### src/rtl/xlate_pkg.sv
package xlate_pkg;

   typedef enum logic [1:0] {
      XST_OK         = 2'b00,
      XST_PAGE_FAULT = 2'b01,
      XST_PROT_FAULT = 2'b10
   } xlate_status_e;

   typedef enum logic [1:0] {
      FSM_IDLE,
      FSM_PT_REQ,
      FSM_PT_WAIT,
      FSM_RESP
   } xlate_fsm_e;

   // permission vector carried in the cache
   localparam int PERM_W   = 2;
   localparam int PERM_WR  = 0;
   localparam int PERM_USR = 1;

   // page-table entry flag positions
   localparam int PTE_V_BIT = 0;
   localparam int PTE_W_BIT = 1;
   localparam int PTE_U_BIT = 2;

endpackage

### src/rtl/xlate_pte_unpack.sv
module xlate_pte_unpack
   import xlate_pkg::*;
#(
   parameter int PTE_W = 32,
   parameter int OFS_W = 12,
   parameter int PFN_W = 20
) (
   input  logic [PTE_W-1:0]  pte,
   output logic              present,
   output logic [PERM_W-1:0] perm,
   output logic [PFN_W-1:0]  pfn
);

   initial begin : elab_chk
      assert (PTE_W == OFS_W + PFN_W)
         else $error("entry width must equal offset plus frame width");
      assert (OFS_W > PTE_U_BIT + 1)
         else $error("offset too narrow for entry flags");
   end

   assign present        = pte[PTE_V_BIT];
   assign perm[PERM_WR]  = pte[PTE_W_BIT];
   assign perm[PERM_USR] = pte[PTE_U_BIT];
   assign pfn            = pte[OFS_W +: PFN_W];

   wire unused_pte_bits = ^pte[OFS_W-1:PTE_U_BIT+1];

endmodule

### src/rtl/xlate_access_gate.sv
module xlate_access_gate
   import xlate_pkg::*;
(
   input  logic              is_write,
   input  logic              is_user,
   input  logic [PERM_W-1:0] perm,
   output logic              deny
);

   logic wr_block;
   logic usr_block;

   always_comb begin
      wr_block  = is_write && !perm[PERM_WR];
      usr_block = is_user  && !perm[PERM_USR];
      deny      = wr_block || usr_block;
   end

endmodule

### src/rtl/xlate_tlb.sv
module xlate_tlb
   import xlate_pkg::*;
#(
   parameter int VPN_W   = 20,
   parameter int PFN_W   = 20,
   parameter int ENTRIES = 8
) (
   input  logic              clk,
   input  logic              rst_n,
   input  logic              flush,
   input  logic [VPN_W-1:0]  lk_vpn,
   output logic              lk_hit,
   output logic [PFN_W-1:0]  lk_pfn,
   output logic [PERM_W-1:0] lk_perm,
   input  logic              fill_en,
   input  logic [VPN_W-1:0]  fill_vpn,
   input  logic [PFN_W-1:0]  fill_pfn,
   input  logic [PERM_W-1:0] fill_perm
);

   localparam int IDX_W = (ENTRIES > 1) ? $clog2(ENTRIES) : 1;
   localparam bit POW2  = (ENTRIES & (ENTRIES - 1)) == 0;

   initial begin : elab_chk
      assert (ENTRIES >= 2) else $error("cache needs at least two entries");
      assert (VPN_W >= 1 && PFN_W >= 1) else $error("bad tag widths");
   end

   logic [ENTRIES-1:0] ent_vld;
   logic [VPN_W-1:0]   ent_vpn  [ENTRIES];
   logic [PFN_W-1:0]   ent_pfn  [ENTRIES];
   logic [PERM_W-1:0]  ent_perm [ENTRIES];
   logic [ENTRIES-1:0] match;
   logic [IDX_W-1:0]   ptr_q;
   logic [IDX_W-1:0]   ptr_next;

   for (genvar g = 0; g < ENTRIES; g++) begin : g_cmp
      assign match[g] = ent_vld[g] && (ent_vpn[g] == lk_vpn);
   end

   // replacement pointer wrap: free for powers of two, compare otherwise
   if (POW2) begin : g_wrap_pow2
      assign ptr_next = ptr_q + 1'b1;
   end else begin : g_wrap_cmp
      assign ptr_next = (ptr_q == IDX_W'(ENTRIES - 1)) ? '0 : ptr_q + 1'b1;
   end

   always_comb begin
      lk_hit  = |match;
      lk_pfn  = '0;
      lk_perm = '0;
      for (int i = 0; i < ENTRIES; i++) begin
         lk_pfn  = lk_pfn  | ({PFN_W{match[i]}}  & ent_pfn[i]);
         lk_perm = lk_perm | ({PERM_W{match[i]}} & ent_perm[i]);
      end
   end

   always_ff @(posedge clk or negedge rst_n) begin
      if (!rst_n) begin
         ent_vld <= '0;
         ptr_q   <= '0;
         for (int i = 0; i < ENTRIES; i++) begin
            ent_vpn[i]  <= '0;
            ent_pfn[i]  <= '0;
            ent_perm[i] <= '0;
         end
      end else if (flush) begin
         ent_vld <= '0;
      end else if (fill_en) begin
         ent_vld[ptr_q]  <= 1'b1;
         ent_vpn[ptr_q]  <= fill_vpn;
         ent_pfn[ptr_q]  <= fill_pfn;
         ent_perm[ptr_q] <= fill_perm;
         ptr_q           <= ptr_next;
      end
   end

   AST_TLB_ONE_MATCH: assert property (@(posedge clk) disable iff (!rst_n)
      $onehot0(match));
   AST_TLB_FLUSH_EMPTIES: assert property (@(posedge clk) disable iff (!rst_n)
      flush |=> !lk_hit);

endmodule

### src/rtl/paged_xlate_unit.sv
module paged_xlate_unit
   import xlate_pkg::*;
#(
   parameter int VA_W        = 32,
   parameter int PA_W        = 32,
   parameter int PAGE_BYTES  = 4096,
   parameter int PTE_BYTES   = 4,
   parameter int TLB_ENTRIES = 8
) (
   input  logic                   clk,
   input  logic                   rst_n,
   input  logic                   flush,
   input  logic [PA_W-1:0]        pt_base,
   input  logic                   req_valid,
   output logic                   req_ready,
   input  logic [VA_W-1:0]        req_vaddr,
   input  logic                   req_write,
   input  logic                   req_user,
   output logic                   rsp_valid,
   input  logic                   rsp_ready,
   output logic [PA_W-1:0]        rsp_paddr,
   output logic [1:0]             rsp_status,
   output logic                   mem_req_valid,
   input  logic                   mem_req_ready,
   output logic [PA_W-1:0]        mem_req_addr,
   input  logic                   mem_rsp_valid,
   input  logic [PTE_BYTES*8-1:0] mem_rsp_data
);

   localparam int OFS_W  = $clog2(PAGE_BYTES);
   localparam int VPN_W  = VA_W - OFS_W;
   localparam int PFN_W  = PA_W - OFS_W;
   localparam int PTE_W  = PTE_BYTES * 8;
   localparam int PTE_SH = $clog2(PTE_BYTES);

   initial begin : elab_chk
      assert ((PAGE_BYTES & (PAGE_BYTES - 1)) == 0)
         else $error("page size must be a power of two");
      assert ((PTE_BYTES & (PTE_BYTES - 1)) == 0)
         else $error("entry size must be a power of two");
      assert (VA_W > OFS_W && PA_W > OFS_W)
         else $error("address narrower than page offset");
      assert (PA_W >= VPN_W + PTE_SH)
         else $error("table index does not fit the physical address");
   end

   xlate_fsm_e        state_q;
   logic [VPN_W-1:0]  vpn_q;
   logic [OFS_W-1:0]  ofs_q;
   logic              wr_q;
   logic              usr_q;
   logic [PA_W-1:0]   pt_addr_q;
   logic [PA_W-1:0]   paddr_q;
   xlate_status_e     status_q;

   logic [VPN_W-1:0]  req_vpn;
   logic [OFS_W-1:0]  req_ofs;
   logic              accept;
   logic              lk_hit;
   logic              hit_use;
   logic [PFN_W-1:0]  lk_pfn;
   logic [PERM_W-1:0] lk_perm;
   logic              hit_deny;
   logic              pte_present;
   logic [PERM_W-1:0] pte_perm;
   logic [PFN_W-1:0]  pte_pfn;
   logic              walk_deny;
   logic              fill_en;

   assign req_vpn   = req_vaddr[VA_W-1:OFS_W];
   assign req_ofs   = req_vaddr[OFS_W-1:0];
   assign req_ready = (state_q == FSM_IDLE);
   assign accept    = req_valid && req_ready;
   assign hit_use   = lk_hit && !flush;
   assign fill_en   = (state_q == FSM_PT_WAIT) && mem_rsp_valid && pte_present;

   assign rsp_valid     = (state_q == FSM_RESP);
   assign rsp_paddr     = paddr_q;
   assign rsp_status    = status_q;
   assign mem_req_valid = (state_q == FSM_PT_REQ);
   assign mem_req_addr  = pt_addr_q;

   xlate_tlb #(
      .VPN_W   (VPN_W),
      .PFN_W   (PFN_W),
      .ENTRIES (TLB_ENTRIES)
   ) u_tlb (
      .clk       (clk),
      .rst_n     (rst_n),
      .flush     (flush),
      .lk_vpn    (req_vpn),
      .lk_hit    (lk_hit),
      .lk_pfn    (lk_pfn),
      .lk_perm   (lk_perm),
      .fill_en   (fill_en),
      .fill_vpn  (vpn_q),
      .fill_pfn  (pte_pfn),
      .fill_perm (pte_perm)
   );

   xlate_pte_unpack #(
      .PTE_W (PTE_W),
      .OFS_W (OFS_W),
      .PFN_W (PFN_W)
   ) u_unpack (
      .pte     (mem_rsp_data),
      .present (pte_present),
      .perm    (pte_perm),
      .pfn     (pte_pfn)
   );

   xlate_access_gate u_gate_hit (
      .is_write (req_write),
      .is_user  (req_user),
      .perm     (lk_perm),
      .deny     (hit_deny)
   );

   xlate_access_gate u_gate_walk (
      .is_write (wr_q),
      .is_user  (usr_q),
      .perm     (pte_perm),
      .deny     (walk_deny)
   );

   always_ff @(posedge clk or negedge rst_n) begin
      if (!rst_n) begin
         state_q   <= FSM_IDLE;
         vpn_q     <= '0;
         ofs_q     <= '0;
         wr_q      <= 1'b0;
         usr_q     <= 1'b0;
         pt_addr_q <= '0;
         paddr_q   <= '0;
         status_q  <= XST_OK;
      end else begin
         case (state_q)
            FSM_IDLE: begin
               if (accept) begin
                  vpn_q     <= req_vpn;
                  ofs_q     <= req_ofs;
                  wr_q      <= req_write;
                  usr_q     <= req_user;
                  pt_addr_q <= pt_base + (PA_W'(req_vpn) << PTE_SH);
                  if (hit_use) begin
                     state_q <= FSM_RESP;
                     if (hit_deny) begin
                        status_q <= XST_PROT_FAULT;
                        paddr_q  <= '0;
                     end else begin
                        status_q <= XST_OK;
                        paddr_q  <= {lk_pfn, req_ofs};
                     end
                  end else begin
                     state_q <= FSM_PT_REQ;
                  end
               end
            end
            FSM_PT_REQ: begin
               if (mem_req_ready) state_q <= FSM_PT_WAIT;
            end
            FSM_PT_WAIT: begin
               if (mem_rsp_valid) begin
                  state_q <= FSM_RESP;
                  if (!pte_present) begin
                     status_q <= XST_PAGE_FAULT;
                     paddr_q  <= '0;
                  end else if (walk_deny) begin
                     status_q <= XST_PROT_FAULT;
                     paddr_q  <= '0;
                  end else begin
                     status_q <= XST_OK;
                     paddr_q  <= {pte_pfn, ofs_q};
                  end
               end
            end
            FSM_RESP: begin
               if (rsp_ready) state_q <= FSM_IDLE;
            end
            default: state_q <= FSM_IDLE;
         endcase
      end
   end

   AST_RSP_HOLD: assert property (@(posedge clk) disable iff (!rst_n)
      rsp_valid && !rsp_ready |=> rsp_valid && $stable(rsp_paddr) && $stable(rsp_status));
   AST_MEM_REQ_HOLD: assert property (@(posedge clk) disable iff (!rst_n)
      mem_req_valid && !mem_req_ready |=> mem_req_valid && $stable(mem_req_addr));
   AST_HIT_ONE_CYCLE: assert property (@(posedge clk) disable iff (!rst_n)
      req_valid && req_ready && lk_hit && !flush |=> rsp_valid && !mem_req_valid);
   AST_FAULT_ZERO_ADDR: assert property (@(posedge clk) disable iff (!rst_n)
      rsp_valid && rsp_status != XST_OK |-> rsp_paddr == '0);
   AST_OFFSET_KEPT: assert property (@(posedge clk) disable iff (!rst_n)
      rsp_valid && rsp_status == XST_OK |-> rsp_paddr[OFS_W-1:0] == ofs_q);
   AST_STATUS_LEGAL: assert property (@(posedge clk) disable iff (!rst_n)
      rsp_valid |-> rsp_status != 2'b11);

endmodule

### config.mk
export PLATFORM = sky130hd
export DESIGN_NAME = paged_xlate_unit
export DESIGN_NICKNAME = d
export VERILOG_FILES = /design/src/rtl/xlate_pkg.sv /design/src/rtl/xlate_pte_unpack.sv /design/src/rtl/xlate_access_gate.sv /design/src/rtl/xlate_tlb.sv /design/src/rtl/paged_xlate_unit.sv
export SDC_FILE = /design/constraint.sdc
export NUM_CORES = 1
export LEC_CHECK = 0
export BUFFER_PORTS_ARGS = -buffer_cell sky130_fd_sc_hd__buf_2
export CAP_MARGIN = 20
export CORE_UTILIZATION = 43
export DETAILED_ROUTE_END_ITERATION = 16
export GPL_TIMING_DRIVEN = 0
export PLACE_DENSITY = 0.62
export SKIP_CTS_REPAIR_TIMING = 1
export SLEW_MARGIN = 15
export SYNTH_ARGS = -nofsm -noshare
export SYNTH_HDL_FRONTEND = slang
export SYNTH_SLANG_ARGS = --single-unit
### constraint.sdc
create_clock -name clk -period 2.47 [get_ports clk]
set_input_delay 0.3705 -clock clk [delete_from_list [all_inputs] [get_ports clk]]
set_output_delay 0.3705 -clock clk [all_outputs]
set_load 0.01 [all_outputs]
## Word-level counts from Yosys, hierarchy flattened

Index checks and enable logic that the tools add are counted.

| word-level totals | value |
|---|---|
| register bits | 449 |
| input port bits | 105 |
| output and inout bits | 69 |
| logic and storage cells | 153 |

| operators by class | value |
|---|---|
| $add $sub $neg | 2 |
| order comparisons | 4 |
| equality and inequality tests | 16 |
| muxes and demuxes | 31 |
| bitwise gates (word level) | 33 |
| reduce and logical (&&, ||, !) cells | 33 |

Operators by type and width:

| operator | number |
|---|---|
| $bwmux 160 | 2 |
| $mux 32 | 6 |
| $and 20x20->20 | 8 |
| $eq 20x20->1 | 8 |
| $or 20x20->20 | 7 |
| $pmux 32 s2 | 1 |
| $demux 20 s3 | 1 |
| $add 32x22->32 | 1 |
| $mux 2 | 12 |
| $mux 20 | 1 |
| $logic_and 1x1->1 | 18 |
| $and 2x2->2 | 8 |
| $bwmux 16 | 1 |
| $mux 8 | 2 |
| $or 2x2->2 | 7 |
| $ne 2x1->1 const B | 4 |
| $or 8x8->8 | 1 |
| $pmux 2 s4 | 1 |
| $reduce_and 4->1 | 2 |
| $reduce_or 8->1 | 1 |
| $demux 2 s3 | 1 |
| $logic_not 1->1 | 5 |
| $eq 2x2->1 const B | 2 |
| $ge 4x4->1 const B | 1 |
| other kinds (15) | 18 |

## Longest topological paths before layout

Gate-level depths: netlist of run 1.

| depth | value |
|---|---|
| word-level depth | 17 |
| depth in mapped cells | 12 |
| gate-level depth less buffers | 11 |

## Hierarchy

A second synthesis of run 1 with hierarchy kept.

| unflattened totals | value |
|---|---|
| cell total of the unflattened synthesis | 2114 |
| area, all modules | 22939.5 um^2 |

Modules (own cells, without submodules):

| module | instances | cells an instance | area each (um^2) | sequential area each (um^2) |
|---|---|---|---|---|
| xlate_tlb | 1 | 1464 | 17201.5 | 8683.3 |
| paged_xlate_unit | 1 | 621 | 5525.3 | 2552.4 |
| xlate_pte_unpack | 1 | 23 | 172.7 | 0.0 |
| xlate_access_gate | 2 | 3 | 20.0 | 0.0 |

## Worst setup path after synthesis of run 1

Ideal clock, no wire load.

| timing path | value |
|---|---|
| kind | input to register |
| start point | input port req_vaddr[13] |
| end point | register pt_addr_q[28], in the netlist mem_req_addr[28] |
| setup time | 0.088 ns |
| arrival | 2.759 ns |
| data required time | 2.382 ns |
| setup slack | -0.378 ns |
| cell stages on the path | 11 |
| buffers on the path | 1 |
| cells stage by stage | buf_6 > inv_1 > fa_1 > nor2b_1 > o31ai_1 > a2111oi_0 > o21ai_0 > nand3_1 > a311oi_1 > or3_1 > a41oi_1 |

| between the ends | value |
|---|---|
| word-level cells in the longest chain between the ends | 1 |

Ends and longest elaborated chain:

| item | line | source |
|---|---|---|
| start: declaration | paged_xlate_unit.sv:16 | `input logic [VA_W-1:0] req_vaddr,` |
| $add 32x22->32 | paged_xlate_unit.sv:144 | `pt_addr_q <= pt_base + (PA_W'(req_vpn) << PTE_SH);` |
| end signal: assignment | paged_xlate_unit.sv:144 |  |
| end: declaration | paged_xlate_unit.sv:52 | `logic [PA_W-1:0] pt_addr_q;` |

No other way between the ends.
A chain may end at the register's enable or synchronous reset.

## Worst setup path after layout of run 1

| timing path | value |
|---|---|
| start point | register u_tlb.ent_vpn[109] (netlist name) |
| end point | register paddr_q[12], in the netlist rsp_paddr[12] |

| between the ends | value |
|---|---|
| word-level cells in the longest chain between the ends | 16 |
| elaborated cells on any way between the ends | 29 |
| those cells by class | eq/ne: 2; mux: 4; bitwise: 14; reduce/logical: 9 |

Ends and longest elaborated chain:

| item | line | source |
|---|---|---|
| start: declaration | xlate_tlb.sv:30 | `logic [VPN_W-1:0] ent_vpn [ENTRIES];` |
| start signal: indexed assignment | xlate_tlb.sv:71 | `ent_vpn[ptr_q] <= fill_vpn;` |
| $eq 20x20->1 (*) | xlate_tlb.sv:38 | `assign match[g] = ent_vld[g] && (ent_vpn[g] == lk_vpn);` |
| $logic_and 1x1->1 (*) | xlate_tlb.sv:38 |  |
| $and 2x2->2 | xlate_tlb.sv:54 | `lk_perm = lk_perm \| ({PERM_W{match[i]}} & ent_perm[i]);` |
| $or 2x2->2 (6 in series) | xlate_tlb.sv:54 |  |
| $logic_not 1->1 (on tied branches) | xlate_access_gate.sv:14, xlate_access_gate.sv:15 |  |
| $logic_and 1x1->1 (on tied branches) | xlate_access_gate.sv:14, xlate_access_gate.sv:15 |  |
| $logic_or 1x1->1 | xlate_access_gate.sv:16 | `deny = wr_block \|\| usr_block;` |
| $mux 32 | paged_xlate_unit.sv:147 | `if (hit_deny) begin` |
| $mux 32 | paged_xlate_unit.sv:145 | `if (hit_use) begin` |
| $mux 32 | paged_xlate_unit.sv:139 | `if (accept) begin` |
| $pmux 32 s2 | paged_xlate_unit.sv:137 | `case (state_q)` |
| end signal: assignment | paged_xlate_unit.sv:152 | `paddr_q <= {lk_pfn, req_ofs};` |
| end signal: assignment | paged_xlate_unit.sv:173 | `paddr_q <= {pte_pfn, ofs_q};` |
| end: declaration | paged_xlate_unit.sv:53 | `logic [PA_W-1:0] paddr_q;` |

Mark *: on every way between the ends. The rest lies on a longest branch, timed or not. The select of a mux whose other input is x is not followed.

==> results of run 1 <==
==> state kept, by name (all words and copies together), names as in the netlist <==
name            cells
u_tlb.ent_vpn     160
u_tlb.ent_perm     16
u_tlb.ptr_q         3
mem_req_addr       32
state_q             2
rsp_status          2
u_tlb.ent_pfn     160
usr_q               1
u_tlb.ent_vld       8
wr_q                1
vpn_q              20
rsp_paddr          32
ofs_q              12
==> final timing paths <==
path,from,endpoint,slack (ns)
max,u_tlb.ent_vpn[109],rsp_paddr[12],-0.48
max reg2reg,u_tlb.ent_vpn[109],rsp_paddr[12],-0.48
min in group asynchronous,rst_n,ofs_q[8],0.40
max in group asynchronous,rst_n,u_tlb.ent_vpn[20],1.04
min,pt_base[0],mem_req_addr[0],0.02
min reg2reg,u_tlb.ent_vld[6],u_tlb.ent_vld[6],0.48
==> layout make-up <==
class,count,area share
plain buffers,99,0.0298
flip-flops and latches,449,0.426
inverters,34,0.00484
clock buffers,65,0.0514
well taps,664,0.0315
repair buffers,223,0.0544
multi-input cells,1155,0.391
clock inverters,23,0.0111
diodes,1,0.0000949
==> metal layers <==
layer  track usage  part of all wire  up-vias
li1              -                 -     6837
met1         0.338              0.44     7908
met2         0.401              0.48      413
met3        0.0378             0.049      116
met4         0.102             0.034        2
met5             0           0.00014        -
==> layout by cell type, fill, tap and decap left out, types with 15 or more instances in the layout <==
master     count
a21oi_1       18
xnor2_1      128
xnor2_2       22
buf_2        171
nand2_1       94
dfrtp_1      449
buf_4         55
nand3_1      105
mux2_2       357
xor2_1        31
nand4_1       52
nor3_1        23
buf_6         19
inv_1         33
a22o_1        40
mux2_4        30
o41ai_1       22
clkbuf_1      29
o21ai_0       61
nor2_1        15
clkbuf_16     50
clkbuf_2      23
ha_1          23
==> metrics by stage <==
| step | hold WS (ns) | util | power [uW] | TNS (ns) |
|---|---|---|---|---|
| 5_1_grt | 0.00963 | 0.534 | 25900 | -16.66 |
| 6_report | 0.0153 | 0.534 | 24800 | -14.92 |
| 3_3_place_gp | 0.456 | 0.478 | 16600 | -3945.38 |
| 3_5_place_dp | 0.456 | 0.481 | 16900 | -402.18 |
| 4_1_cts | -0.184 | 0.515 | 24500 | -388.48 |
| 2_1_floorplan | 0.0749 | - | 14500 | -10.12 |
==> logic make-up after synthesis <==
kind of cell,share of synthesized area
DFF,0.519
muxes,0.206
and+or+nand+nor,0.0874
AOI/OAI and AO/OA,0.0678
xor gates and xnor gates,0.0732
buffers and inverters,0.0316
adders and majority gates,0.0154
==> worst max-delay path, cell delays in order (launching register included) <==
cell and delay, ns:
dfrtp_1 0.39, xor2_1 0.15, nor4_2 0.46, and3_1 0.29
and2_2 0.23, clkbuf_2 0.44, a22o_1 0.20, nor3_1 0.06
o41ai_1 0.44, mux2_4 0.24
==> power by group <==
part / switching, uW / leakage [uW] / total [uW] / internal, uW
registers: 1750 / 0.00602 / 11100 / 9320
logic: 2950 / 0.00575 / 6120 / 3160
clock network: 3100 / 0.000820 / 7600 / 4500
total: 7810 / 0.0126 / 24800 / 17000
==> qor.yml, run 1 <==
cts_num_sinks: 449
drt_first_pass_iters: 5
yosysSeqAreaShare: 0.519
ys_seq_elements: 449
synth_top_cell_area_share: 0.519
yosysTopAreaCell: "dfrtp_1"
place_area_um2: 23700
cts_root_buf: "clkbuf_16"
core_area_um2: 49400
fmax_mhz: 339
powerDensity_nw_per_um2: 940
setup_viol: 35
synth_edf_count: 0
dp_slack_ns: -1.96
final_area_um2: 26400
cts_buffers: 49
ys_warn_count: 0
yosys-top-cells-count: "449 x dfrtp_1, 358 x mux2_2, 150 x xnor2_1, 107 x nand3_1, 97 x nand2_1"
initialDrtViolationCount: 1059
crit_fanout: 10
synthCells: 1741
vias_per_cell: 5.63
place_hpwl_um: 42300
grt-ovfl-total: 0
clkTransAtPathRegs_ns: 0.06
regArea_um2: 11200
grt_max_degree: 105
cts_tree: "yes"
r2r_cells: 9
violations: "negative setup slack"
wl_per_cell_um: 23.4
cp.arrival_ns: 3.50
relSlewSlack: 0.349
hold_path.class: "in2reg"
start_util: 0.439
crit_required_ns: 3.02
whs_path_depth: 2
clock_path_buffers: 3
die-area_um2: 51300
synthArstFlopShare: 1.00
finalClockSkew_ns: 0.0250
worst_slack_ns: -0.480
drc_errors: 0
fin_crit_sh: 1.19
post-synth-top-count-cell: "dfrtp_1"
fin_crit_ns: 2.95
final_layout_size_suffix_gt1_frac: 0.415
p_leak_uw: 0.0126
grtUsageTotal: 0.250
num-fill-cells: 4276
antenna_left: 0
portBuffers: 164
postSynthAreaPerCell_um2: 12.4
fp.dieW_um: 226
dpl.cell_count: 2574
gp_congestion: 0.858
multi_input_area_um2: 10300
maxCapViolations: 0
yosysUniqueCellTypes: 59
area_growth_pct: 21.7
fin_nets: 2142
ir_worst_vdd_uv: 606
synthFlopType: "dfrtp_1"
hold_viol_final: 0
fin_cells: 2713
pin_count: 174
fp.dieH_um: 226
syn-cell-area_um2: 21700
antenna_found_initial: 1
status: "finished, violations left"
crit_path_end_kind: "flip-flop"
start_kind: "flip-flop"
final_max_slew_viol_count: 0
row_count: 81
synth.area.top_cells: "dfrtp_1 52%, mux2_2 19%, xnor2_1 6.1%"
htreeDepth: 2
clock_latency_ns: 0.61
grt_first_pass_wirelength_um: 95800
rsz0062_at_grt: "true"
worst_pin_slew_ns: 0.977
wirelength_um: 63500
syn_nets: 1872
critPathKind: "reg2reg"
grt_pass1_vias: 15600
num_vias: 15300
(Power assumes the default switching activity.)
==> inputs of run 2 (changes only) <==
--- a/config.mk
+++ b/config.mk
@@ -10,8 +10,9 @@
 export CORE_UTILIZATION = 43
 export DETAILED_ROUTE_END_ITERATION = 16
 export GPL_TIMING_DRIVEN = 0
-export PLACE_DENSITY = 0.62
+export PLACE_DENSITY = 0.59
 export SKIP_CTS_REPAIR_TIMING = 1
+export SKIP_LAST_GASP = 1
 export SLEW_MARGIN = 15
 export SYNTH_ARGS = -nofsm -noshare
 export SYNTH_HDL_FRONTEND = slang
==> constraint.sdc (replaced) <==
create_clock -name clk -period 3.4 [get_ports clk]
set_input_delay 0.51 -clock clk [delete_from_list [all_inputs] [get_ports clk]]
set_output_delay 0.51 -clock clk [all_outputs]
set_load 0.01 [all_outputs]
==> run 2 against run 1 <==
Sequential power shrank 28%. Hold slack gained 0.14 ns. Non-clock buffer count shrank 21. First-iteration DRC count shrank 2.2%. Largest cell class unchanged. Global-route usage grew 0.61 points. The run now ends clean.
==> qor.yml, run 2 (synthesis results as in run 1) <==
clock_latency_ns: 0.60  # about the same
cts_buffers: 51  # +4.1%
pin_count: 174  # unchanged
layout_common_cells: "449 x dfrtp_1, 358 x mux2_2, 168 x buf_2, 150 x xnor2_1, 106 x nand3_1"
portBuffers: 164  # unchanged
area_growth_pct: 17.4
core_area_um2: 49400  # unchanged
start_kind: "flip-flop"
place_area_um2: 23500  # -1.0%
grt_pass1_vias: 15700  # +1.0%
fin_crit_sh: 0.980  # -0.214
largest_registers: "u_tlb.ent_pfn x160, u_tlb.ent_vpn x160"
wirelength_um: 64000  # +0.90%
num_vias: 15100  # -1.2%
cts_tree: "yes"
start_util: 0.439  # unchanged
cts_root_buf: "clkbuf_16"
cellInternalPower_uw: 12100  # -28%
layout_commonest_cell: "dfrtp_1"
hold-worst-slack_ns: 0.158  # +0.143 ns
combinationalPowerShare: 0.237  # -0.010
num-fill-cells: 4388  # +2.6%
switchingPower_uw: 5460  # -30%
wl_per_cell_um: 23.8  # +1.8%
vias_per_cell: 5.62  # -0.25%
status: "finished clean"
grt-ovfl-total: 0  # unchanged
p_seq_frac: 0.454  # +0.007
crit_path_end_kind: "flip-flop"
rsz0062_at_grt: "true"
gp_congestion: 0.852  # -0.79%
cp.arrival_ns: 3.87  # +0.37 ns
finalClockSkew_ns: 0.0271  # +0.00210 ns
final_max_slew_viol_count: 0  # unchanged
antenna_left: 0  # unchanged
place_hpwl_um: 43600  # +3.2%
clkTransAtPathRegs_ns: 0.06  # about the same
maxCapViolations: 0  # unchanged
powerDensity_nw_per_um2: 692  # -26%
switching_share: 0.310  # -0.00480
die-area_um2: 51300  # unchanged
final_util: 0.515  # -0.0191
crit_fanout: 10  # unchanged
clock_path_buffers: 3  # unchanged
initialDrtViolationCount: 1036  # -2.2%
p_leak_uw: 0.0121  # -4.2%
drt_first_pass_iters: 6  # +1
critPathKind: "reg2reg"
antenna_found_initial: 0  # -1
htreeDepth: 2  # unchanged
fp.dieW_um: 226  # unchanged
tns_ns: 0  # +14.92 ns
dp_slack_ns: -1.15  # +0.808 ns
relSlewSlack: 0.302  # -0.0463
row_count: 81  # unchanged
crit_required_ns: 3.94  # +0.92 ns
setup_viol: 0  # -100%
cts_num_sinks: 449  # unchanged
final_layout_size_suffix_gt1_frac: 0.362  # -0.0529
drc_errors: 0  # unchanged
hold_path.class: "in2reg"
fmax_mhz: 300  # -12%
fin_crit_ns: 3.33  # +0.383 ns
hold_viol_final: 0  # unchanged
worst_pin_slew_ns: 1.05  # +0.0694 ns
ir_worst_vdd_uv: 753  # +24%
worst_slack_ns: 0.0670  # +0.547 ns
grt_first_pass_wirelength_um: 97600  # +1.9%
grtUsageTotal: 0.256  # +0.00608
grt_max_degree: 103  # -1.9%
fp.dieH_um: 226  # unchanged
p_clk_frac: 0.308  # about the same
final_area_um2: 25400  # -3.6%
antennaDiodeCount: 0  # -1
fin_nets: 2123  # -0.89%
==> run 2: cell count changes in the layout (fill, tap and decap cells not counted), moves of 8 or more <==
cell      previous run  this run
clkbuf_1            29        59
xnor2_1            128       150
xnor2_2             22         0
buf_4               55        36
o41ai_1             22        32
and2_1               4        12
buf_8                9         1
==> run 2: worst paths after layout <==
check | start | to | slack [ns] | cells after the start
worst max-delay path | u_tlb.ent_vpn[118] | rsp_paddr[15] | 0.07 | 9
worst min-delay path | pt_base[1] | mem_req_addr[1] | 0.16 | 2
worst max register to register | u_tlb.ent_vpn[118] | rsp_paddr[15] | 0.07 | 9
worst min register to register | mem_req_addr[17] | mem_req_addr[17] | 0.47 | 2
max in group asynchronous | rst_n | u_tlb.ent_vpn[35] | 1.45 | 5
min in group asynchronous | rst_n | rsp_paddr[4] | 0.39 | 2
==> run 2: layer usage <==
layer	vias to the layer above	global-route usage	part of all wire
li1	6773	-	-
met1	7863	0.344	0.44
met2	358	0.428	0.49
met3	103	0.0333	0.041
met4	0	0.0811	0.028
met5	-	0	0
==> run 2: power groups by stage <==
stage                     clock (uW)  sequential, uW  combinational, uW
after floorplan                    0            7760               2730
after global placement             0            8010               4020
after detailed placement           0            8080               4150
after CTS                       5530            7990               4170
after global routing            5730            8170               4580
final                           5430            8000               4180
==> run 2: cell type report <==
type / count / area [um2] / area share
sequential: 449 / 11200 / 0.442
multi-input combinational: 1155 / 9820 / 0.386
clock buffer: 73 / 1480 / 0.0582
timing repair buffer: 200 / 1200 / 0.0473
tap: 664 / 831 / 0.0327
buffer: 101 / 584 / 0.0230
clock inverter: 12 / 155 / 0.00610
inverter: 34 / 128 / 0.00502
==> run 2: metrics by stage <==
step | std cells | total power (uW)
CTS | 2662 | 17700
global route | 2688 | 18500
global placement | 2569 | 12000
floorplan | 1741 | 10500
detailed placement | 2577 | 12200
finish | 2688 | 17600
==> run 2: critical path: stages (launching register included) <==
cell             delay, ns
dfrtp_1               0.38
xor2_1                0.15
nor4_1                0.57
and3_1                0.29
and2_1                0.24
clkdlybuf4s15_1       0.73
a22o_1                0.25
nor3_1                0.05
o41ai_1               0.40
mux2_4                0.23
